### src/rtl/irt_pkg.sv
package irt_pkg;
  localparam int ENTRY_W   = 64;
  localparam int VEC_LSB   = 0;
  localparam int DLV_LSB   = 8;
  localparam int DMODE_BIT = 11;
  localparam int POL_BIT   = 13;
  localparam int TRIG_BIT  = 15;
  localparam int MASK_BIT  = 16;
  localparam int DEST_LSB  = 56;
  localparam logic [ENTRY_W-1:0] ENTRY_RESET = 64'h0000_0000_0001_0000;

  typedef struct packed {
    logic [7:0] dest;
    logic       dest_mode;
    logic [2:0] deliv;
    logic [7:0] vector;
    logic       polarity;
    logic       trigger;
  } irt_msg_t;

  function automatic irt_msg_t to_msg(input logic [ENTRY_W-1:0] e);
    irt_msg_t m;
    m.dest      = e[DEST_LSB +: 8];
    m.dest_mode = e[DMODE_BIT];
    m.deliv     = e[DLV_LSB +: 3];
    m.vector    = e[VEC_LSB +: 8];
    m.polarity  = e[POL_BIT];
    m.trigger   = e[TRIG_BIT];
    return m;
  endfunction
endpackage

### src/rtl/irt_regs.sv
module irt_regs
  import irt_pkg::*;
#(
  parameter int NUM_PINS = 24,
  parameter int ADDR_W   = 8,
  parameter int DATA_W   = 32,
  parameter int IDX_W    = 8,
  parameter int SEL_OFS  = 8'h00,
  parameter int WIN_OFS  = 8'h10,
  parameter int TBL_BASE = 8'h10
) (
  input  logic                clk,
  input  logic                rst,
  input  logic                bus_wr,
  input  logic                bus_rd,
  input  logic [ADDR_W-1:0]   bus_addr,
  input  logic [DATA_W-1:0]   bus_wdata,
  output logic [DATA_W-1:0]   bus_rdata,
  output logic [IDX_W-1:0]    sel_idx,
  output logic [ENTRY_W-1:0]  entries [NUM_PINS]
);
  localparam logic [DATA_W-1:0] CAP_WORD = DATA_W'(32'h11) | (DATA_W'(NUM_PINS - 1) << 16);

  logic             sel_wr, win_wr;
  logic [7:0]       id_q;
  logic [DATA_W-1:0] rd_val;

  assign sel_wr = bus_wr && (bus_addr == ADDR_W'(SEL_OFS));
  assign win_wr = bus_wr && (bus_addr == ADDR_W'(WIN_OFS));

  always_ff @(posedge clk) begin
    if (rst) begin
      sel_idx <= '0;
      id_q    <= '0;
    end else begin
      if (sel_wr) sel_idx <= bus_wdata[IDX_W-1:0];
      if (win_wr && sel_idx == '0) id_q <= bus_wdata[31:24];
    end
  end

  for (genvar n = 0; n < NUM_PINS; n++) begin : g_entry
    localparam logic [IDX_W-1:0] LO_IDX = IDX_W'(TBL_BASE + 2 * n);
    localparam logic [IDX_W-1:0] HI_IDX = IDX_W'(TBL_BASE + 2 * n + 1);
    always_ff @(posedge clk) begin
      if (rst) begin
        entries[n] <= ENTRY_RESET;
      end else if (win_wr && sel_idx == LO_IDX) begin
        entries[n][31:0] <= bus_wdata;
      end else if (win_wr && sel_idx == HI_IDX) begin
        entries[n][63:32] <= bus_wdata;
      end
    end
  end

  always_comb begin
    rd_val = '0;
    if (bus_addr == ADDR_W'(SEL_OFS)) begin
      rd_val = DATA_W'(sel_idx);
    end else if (bus_addr == ADDR_W'(WIN_OFS)) begin
      if (sel_idx == IDX_W'(0)) rd_val = {id_q, 24'h0};
      else if (sel_idx == IDX_W'(1)) rd_val = CAP_WORD;
      for (int n = 0; n < NUM_PINS; n++) begin
        if (sel_idx == IDX_W'(TBL_BASE + 2 * n))     rd_val = entries[n][31:0];
        if (sel_idx == IDX_W'(TBL_BASE + 2 * n + 1)) rd_val = entries[n][63:32];
      end
    end
  end

  always_ff @(posedge clk) begin
    if (rst)         bus_rdata <= '0;
    else if (bus_rd) bus_rdata <= rd_val;
  end
endmodule

### src/rtl/irt_pend.sv
module irt_pend #(
  parameter int NUM_PINS  = 24,
  parameter int REMAP_SRC = 0,
  parameter int REMAP_DST = 2
) (
  input  logic                clk,
  input  logic                rst,
  input  logic [NUM_PINS-1:0] irq_line,
  input  logic [NUM_PINS-1:0] trig_lvl,
  input  logic [NUM_PINS-1:0] take,
  output logic [NUM_PINS-1:0] pend,
  output logic [NUM_PINS-1:0] sent
);
  logic [NUM_PINS-1:0] route, prev_q, rise;

  for (genvar n = 0; n < NUM_PINS; n++) begin : g_route
    if (n == REMAP_DST) begin : g_dst
      assign route[n] = irq_line[n] | irq_line[REMAP_SRC];
    end else if (n == REMAP_SRC) begin : g_src
      assign route[n] = 1'b0;
    end else begin : g_same
      assign route[n] = irq_line[n];
    end
  end

  assign rise = route & ~prev_q;

  always_ff @(posedge clk) begin
    if (rst) begin
      prev_q <= '0;
      pend   <= '0;
      sent   <= '0;
    end else begin
      prev_q <= route;
      for (int n = 0; n < NUM_PINS; n++) begin
        if (trig_lvl[n]) begin
          pend[n] <= route[n];
          sent[n] <= take[n] | (sent[n] & route[n]);
        end else begin
          pend[n] <= rise[n] | (pend[n] & ~take[n]);
          sent[n] <= 1'b0;
        end
      end
    end
  end
endmodule

### src/rtl/irt_disp.sv
module irt_disp
  import irt_pkg::*;
#(
  parameter int NUM_PINS = 24,
  localparam int PIN_W   = $clog2(NUM_PINS)
) (
  input  logic                clk,
  input  logic                rst,
  input  logic [NUM_PINS-1:0] elig,
  input  logic [ENTRY_W-1:0]  entries [NUM_PINS],
  input  logic                msg_ready,
  output logic                msg_valid,
  output irt_msg_t            msg,
  output logic                load_en,
  output logic [PIN_W-1:0]    load_pin,
  output logic [NUM_PINS-1:0] take
);
  logic any;

  always_comb begin
    any      = 1'b0;
    load_pin = '0;
    for (int n = NUM_PINS - 1; n >= 0; n--) begin
      if (elig[n]) begin
        any      = 1'b1;
        load_pin = PIN_W'(n);
      end
    end
  end

  assign load_en = any && (!msg_valid || msg_ready);

  always_comb begin
    take = '0;
    if (load_en) take[load_pin] = 1'b1;
  end

  always_ff @(posedge clk) begin
    if (rst) begin
      msg_valid <= 1'b0;
      msg       <= '0;
    end else if (load_en) begin
      msg_valid <= 1'b1;
      msg       <= to_msg(entries[load_pin]);
    end else if (msg_ready) begin
      msg_valid <= 1'b0;
    end
  end
endmodule

### src/rtl/irq_route_table.sv
module irq_route_table
  import irt_pkg::*;
#(
  parameter int NUM_PINS  = 24,
  parameter int REMAP_SRC = 0,
  parameter int REMAP_DST = 2
) (
  input  logic                clk,
  input  logic                rst,
  input  logic [NUM_PINS-1:0] irq_line,
  input  logic                bus_wr,
  input  logic                bus_rd,
  input  logic [7:0]          bus_addr,
  input  logic [31:0]         bus_wdata,
  output logic [31:0]         bus_rdata,
  input  logic                msg_ready,
  output logic                msg_valid,
  output logic [7:0]          msg_dest,
  output logic                msg_dest_mode,
  output logic [2:0]          msg_deliv,
  output logic [7:0]          msg_vector,
  output logic                msg_polarity,
  output logic                msg_trigger
);
  localparam int PIN_W = $clog2(NUM_PINS);

  logic [ENTRY_W-1:0]  entries [NUM_PINS];
  logic [7:0]          sel_idx;
  logic [NUM_PINS-1:0] mask_vec, trig_vec, pend_vec, sent_vec, elig, take;
  logic                load_en;
  logic [PIN_W-1:0]    load_pin;
  irt_msg_t            msg;

  irt_regs #(.NUM_PINS(NUM_PINS)) u_regs (
    .clk(clk), .rst(rst), .bus_wr(bus_wr), .bus_rd(bus_rd),
    .bus_addr(bus_addr), .bus_wdata(bus_wdata), .bus_rdata(bus_rdata),
    .sel_idx(sel_idx), .entries(entries)
  );

  for (genvar n = 0; n < NUM_PINS; n++) begin : g_ctl
    assign mask_vec[n] = entries[n][MASK_BIT];
    assign trig_vec[n] = entries[n][TRIG_BIT];
  end

  irt_pend #(.NUM_PINS(NUM_PINS), .REMAP_SRC(REMAP_SRC), .REMAP_DST(REMAP_DST)) u_pend (
    .clk(clk), .rst(rst), .irq_line(irq_line), .trig_lvl(trig_vec),
    .take(take), .pend(pend_vec), .sent(sent_vec)
  );

  assign elig = pend_vec & ~mask_vec & ~sent_vec;

  irt_disp #(.NUM_PINS(NUM_PINS)) u_disp (
    .clk(clk), .rst(rst), .elig(elig), .entries(entries),
    .msg_ready(msg_ready), .msg_valid(msg_valid), .msg(msg),
    .load_en(load_en), .load_pin(load_pin), .take(take)
  );

  assign msg_dest      = msg.dest;
  assign msg_dest_mode = msg.dest_mode;
  assign msg_deliv     = msg.deliv;
  assign msg_vector    = msg.vector;
  assign msg_polarity  = msg.polarity;
  assign msg_trigger   = msg.trigger;
endmodule

### config.mk
export PLATFORM = sky130hd
export DESIGN_NAME = irq_route_table
export DESIGN_NICKNAME = d
export VERILOG_FILES = /design/src/rtl/irt_pkg.sv /design/src/rtl/irt_regs.sv /design/src/rtl/irt_pend.sv /design/src/rtl/irt_disp.sv /design/src/rtl/irq_route_table.sv
export SDC_FILE = /design/constraint.sdc
export NUM_CORES = 2
export LEC_CHECK = 0
export BUFFER_PORTS_ARGS = -buffer_cell sky130_fd_sc_hd__buf_2
export CORE_MARGIN = 10
export CORE_UTILIZATION = 35
export DETAILED_ROUTE_END_ITERATION = 10
export PLACE_DENSITY_LB_ADDON = 0.25
export RECOVER_POWER = 50
export SYNTH_ARGS = -nofsm -noshare
export SYNTH_HDL_FRONTEND = slang
export SYNTH_SLANG_ARGS = --single-unit
### constraint.sdc
create_clock -name clk -period 3.3 [get_ports clk]
set_clock_uncertainty 0.15 [all_clocks]
set_input_delay 0.66 -clock clk [delete_from_list [all_inputs] [get_ports clk]]
set_output_delay 0.66 -clock clk [all_outputs]
set_load 0.03 [all_outputs]
==> impl_results.html <==
<table>
<tr><th>Metric</th><th>Value</th></tr>
<tr><th colspan="2">Status</th></tr>
<tr><td>Result of the run</td><td>complete, but fails checks</td></tr>
<tr><td>Failing checks</td><td>capacitance limit, slew limit, setup timing</td></tr>
<tr><th colspan="2">Setup path</th></tr>
<tr><td>Type of the worst setup path</td><td>reg2reg</td></tr>
<tr><td>Beginning of the worst register-to-register path</td><td>u_regs.sel_idx[1]</td></tr>
<tr><td>R2r setup slk</td><td>-0.46 ns</td></tr>
<tr><td>Critical path fanouts, max</td><td>10</td></tr>
<tr><td>Reg-to-Reg End</td><td>u_regs.bus_rdata[7]</td></tr>
<tr><td>Number of cells on the worst reg-to-reg path</td><td>15</td></tr>
<tr><td>Crit path from</td><td>u_regs.sel_idx[1]</td></tr>
<tr><td>Kind of launch point of the worst setup path</td><td>flop</td></tr>
<tr><td>Endpoint arrival time on the critical path</td><td>4.42 ns</td></tr>
<tr><td>Worst Path Required</td><td>~4.0 ns</td></tr>
<tr><td>Critical Path Sink Type</td><td>flop</td></tr>
<tr><th colspan="2">Route</th></tr>
<tr><td>Number of detailed-routing iterations run before antenna repair</td><td>10</td></tr>
<tr><td>WL/cell</td><td>36.1 um</td></tr>
<tr><td>Total number of vias</td><td>91800</td></tr>
<tr><td>Final antenna-violating net count</td><td>0</td></tr>
<tr><td>Total wire length</td><td>527000 um</td></tr>
<tr><td>Avg Vias per Cell</td><td>6.28</td></tr>
<tr><td>Remaining routing DRC violations</td><td>0</td></tr>
<tr><td>Detailed router's first-iteration violation count</td><td>15300</td></tr>
<tr><th colspan="2">Timing</th></tr>
<tr><td>Period Utilization, post-route</td><td>1.14</td></tr>
<tr><td>Final critical-path setup slack</td><td>-0.461 ns</td></tr>
<tr><td>Maximum frequency from static timing analysis</td><td>266 MHz</td></tr>
<tr><td>Max-slew violation count</td><td>360</td></tr>
<tr><td>Count of endpoints failing setup in the final report</td><td>302</td></tr>
<tr><td>Fin. Hold Viols</td><td>0</td></tr>
<tr><td>Worst-margin pin slew</td><td>2.26 ns</td></tr>
<tr><td>Final worst hold slack</td><td>0.0327 ns</td></tr>
<tr><td>Final critical path time including I/O delays and setup</td><td>3.76 ns</td></tr>
<tr><td>Unrepaired setup endpoints after global routing</td><td>true</td></tr>
<tr><td>Max transition margin</td><td>-0.506</td></tr>
<tr><th colspan="2">Clock tree</th></tr>
<tr><td>Clock slew at reported path FFs</td><td>0.07 ns</td></tr>
<tr><td>CTS buffer count</td><td>191</td></tr>
<tr><td>Clock Root Buffer</td><td>clkbuf_16</td></tr>
<tr><td>TritonCTS clock tree</td><td>done</td></tr>
<tr><td>Maximum buffer depth of the clock tree</td><td>3</td></tr>
<tr><td>Clock sink count</td><td>1678</td></tr>
<tr><td>CTS HTree Levels</td><td>4</td></tr>
<tr><td>Insertion delay to the later sink of the worst-skew pair</td><td>0.90 ns</td></tr>
<tr><th colspan="2">Power</th></tr>
<tr><td>Power consumption</td><td>roughly 45 mW</td></tr>
<tr><td>Clock network power share</td><td>0.510</td></tr>
<tr><td>Total power divided by cell area</td><td>between 400 and 500 mW/mm^2</td></tr>
<tr><td>Comb pwr share</td><td>0.036</td></tr>
<tr><td>Design internal power</td><td>approximately 34 mW</td></tr>
<tr><td>Switching share of total power</td><td>0.245</td></tr>
<tr><td>Net switching power figure</td><td>11.0 mW</td></tr>
<tr><td>Largest vdd supply drop</td><td>0.000473 V</td></tr>
<tr><td>Sequential share of power</td><td>0.455</td></tr>
<tr><td>Leakage</td><td>37.1 nW</td></tr>
<tr><th colspan="2">GRT</th></tr>
<tr><td>Largest net degree at the start of global routing</td><td>approximately 150</td></tr>
<tr><td>Total Routing Usage GR</td><td>0.418</td></tr>
<tr><td>Number of antenna violations at the first check in global routing</td><td>35</td></tr>
<tr><td>GRT Residual Overflow</td><td>0</td></tr>
<tr><td>Number of global-route vias before repair</td><td>about 84000</td></tr>
<tr><td>Wire length of the first global-routing pass</td><td>703000 um</td></tr>
<tr><th colspan="2">Place</th></tr>
<tr><td>Number of buffers added on ports</td><td>123</td></tr>
<tr><td>Estimated wirelength of the detail-placed design</td><td>373000 um</td></tr>
<tr><td>Routability-driven placement congestion ratio</td><td>1.10</td></tr>
<tr><th colspan="2">Floorplan</th></tr>
<tr><td>Initial standard-cell utilization of the core</td><td>0.353</td></tr>
<tr><td>Area of the die</td><td>0.238 sq mm</td></tr>
<tr><td>Number of ports placed on the die boundary</td><td>124</td></tr>
<tr><td>Die Width</td><td>488 um</td></tr>
<tr><td>Core area</td><td>0.218 sq mm</td></tr>
<tr><td>Number of core rows</td><td>171</td></tr>
<tr><td>Floorplan die height</td><td>488 um</td></tr>
<tr><th colspan="2">Yosys</th></tr>
<tr><td>Share of the yosys chip area belonging to registers</td><td>0.438</td></tr>
<tr><td>Library cells used by synthesis</td><td>96</td></tr>
<tr><td>Synth async-reset ratio</td><td>0</td></tr>
<tr><td>Synthesized instance count</td><td>10300</td></tr>
<tr><td>Post-synthesis average cell area</td><td>7.43 sq um</td></tr>
<tr><td>YS warnings</td><td>0</td></tr>
<tr><td>Synthesized area</td><td>0.0767 sq mm</td></tr>
<tr><td>Synthesized flop and latch total</td><td>1678</td></tr>
<tr><td>Synth Net Count</td><td>10400</td></tr>
<tr><td>Post-synth EDFFs</td><td>0</td></tr>
<tr><td>Predominant post-synthesis flop cell</td><td>dfxtp_1</td></tr>
<tr><th colspan="2">Worst hold path</th></tr>
<tr><td>Hold Crit Start</td><td>irq_line[16]</td></tr>
<tr><td>Depth of the worst hold-timing path</td><td>3</td></tr>
<tr><td>Worst min-delay path class</td><td>in2reg</td></tr>
<tr><td>Worst min-delay path endpoint</td><td>u_pend.sent[16]</td></tr>
<tr><th colspan="2">Final layout</th></tr>
<tr><td>Fraction of final layout cells with drive strength greater than 1</td><td>0.251</td></tr>
<tr><td>Total number of nets in the final design</td><td>11700</td></tr>
<tr><td>Area growth from synthesis to final layout</td><td>38.9%</td></tr>
<tr><td># fillers</td><td>21000</td></tr>
<tr><th colspan="2">Job</th></tr>
<tr><td>Max_cap viols</td><td>4</td></tr>
</table>
logic make-up after synthesis:
kind of cell	share of synthesized area
AO/OA/AOI/OAI	0.243
buffers and inverters	0.0531
flip-flops	0.438
multiplexers	0.0387
AND/OR/NAND/NOR	0.227
flip-flops by register name, summed over array words and instances (netlist names):
signal	flops
u_regs.entries	1536
u_disp.msg	22
u_regs.bus_rdata	32
u_pend.prev_q	23
u_disp.msg_valid	1
u_pend.sent	24
u_pend.pend	24
u_regs.id_q	8
u_regs.sel_idx	8
layout make-up:
class | instances | area (sq um) | area share
Multi-Input combinational cell | 7640 | 43200 | 0.405
Sequential cell | 1678 | 33600 | 0.315
Timing Repair Buffer | 2039 | 19400 | 0.182
Clock buffer | 285 | 5620 | 0.0527
Tap cell | 2854 | 3570 | 0.0335
Clock inverter | 64 | 956 | 0.00897
Inverter | 32 | 124 | 0.00116
Antenna cell | 19 | 47.5 | 0.000446
worst max-delay path by stage:
| stage | end | slack (ns) | cells after the start |
|---|---|---|---|
| detailed placement | u_regs.bus_rdata[2] | -1.23 | 13 |
| CTS | u_disp.msg[15] | -0.35 | 13 |
| global route | u_regs.bus_rdata[1] | -0.39 | 15 |
| finish | u_regs.bus_rdata[7] | -0.46 | 15 |
| floorplan | u_regs.entries[1153] | 0.17 | 9 |
| global placement | u_regs.bus_rdata[2] | -1.19 | 13 |
critical path, cell delays in order (launching register included):
cell and delay (ns):
dfxtp_2 0.50, buf_6 0.19, buf_6 0.12, buf_6 0.13, nand4b_1 0.14, buf_6 0.17
buf_6 0.12, nor2_2 0.51, buf_12 0.20, clkbuf_2 0.29, a221o_1 0.33, nor3_2 0.08
buf_4 0.16, o41ai_4 0.08, o2111ai_4 0.30, a21oi_2 0.18
metal layers:
layer	wire length [um]	track usage
met1	189000	0.509
met2	216000	0.607
met3	64300	0.113
met4	58000	0.359
met5	146	0
synthesized netlist by cell type, drive strengths merged (10+ instances only):
master / n / area share
nand2: 3579 / 0.18
a21oi: 1835 / 0.12
dfxtp: 1678 / 0.44
clkbuf: 828 / 0.040
nor2: 335 / 0.017
o21ai: 332 / 0.022
a22oi: 167 / 0.016
a221oi: 155 / 0.018
buf: 144 / 0.011
nand3: 96 / 0.0063
mux2i: 92 / 0.012
o22ai: 88 / 0.0072
mux4: 79 / 0.024
a211oi: 68 / 0.0067
a31oi: 62 / 0.0051
o221ai: 54 / 0.0062
nor3: 52 / 0.0034
nor2b: 49 / 0.0040
a221o: 42 / 0.0055
o211ai: 42 / 0.0041
a22o: 41 / 0.0047
nor3b: 32 / 0.0036
inv: 31 / 0.0015
a311oi: 29 / 0.0033
o2111ai: 26 / 0.0030
a2111oi: 25 / 0.0029
nand3b: 23 / 0.0022
o21a: 23 / 0.0023
a21o: 21 / 0.0021
a222oi: 21 / 0.0027
and3: 18 / 0.0015
nor4: 18 / 0.0017
mux2: 17 / 0.0025
o31ai: 15 / 0.0015
a211o: 14 / 0.0016
nand4: 12 / 0.00098
or3b: 12 / 0.0014
o2bb2ai: 10 / 0.0011
cell usage in the layout (no fill, tap or decap), types with 32 or more instances in the layout:
cell type / count
o221ai_1: 32
nor3_1: 38
buf_4: 1318
nor2_1: 241
buf_12: 257
a221oi_1: 113
clkbuf_8: 45
dfxtp_1: 1666
nor2b_1: 43
nand2_1: 3548
a22oi_1: 146
mux2i_1: 84
o22ai_1: 65
clkbuf_16: 200
clkbuf_1: 133
a221o_1: 38
a21oi_1: 1775
mux4_2: 75
a21oi_2: 41
o21ai_0: 260
nand3_1: 81
nor2_2: 64
o211ai_1: 42
buf_2: 69
a31oi_1: 47
o21ai_1: 32
buf_6: 190
a211oi_2: 34
power groups by stage:
| stage | registers (mW) | clock network (mW) | logic [mW] |
|---|---|---|---|
| finish | 20.3 | 22.8 | 1.59 |
| detailed placement | 20.8 | 0 | 1.46 |
| CTS | 20.3 | 22.8 | 1.50 |
| floorplan | 20.8 | 0 | 0.608 |
| global route | 20.3 | 23.6 | 1.54 |
| global placement | 20.8 | 0 | 1.46 |
repair_timing:
item	in CTS	in global routing
pin swaps	187	256
endpoints found under the hold margin	60	0
resized for setup	747	446
gates cloned	13	9
setup endpoints to repair	90	60
hold buffers	23	0
buffers inserted	136	172
stage by stage:
step	std cells	setup slack (ns)	util	TNS, ns	area (sq um)
2_1_floorplan	10300	0.171	-	0	76700
3_3_place_gp	13900	-1.19	0.425	-49.60	92400
3_5_place_dp	13900	-1.23	0.425	-50.17	92400
4_1_cts	14400	-0.354	0.478	-9.26	104000
5_1_grt	14600	-0.389	0.490	-31.80	107000
6_report	14600	-0.461	0.490	-30.09	107000
Power figures use the tool's default switching activity.
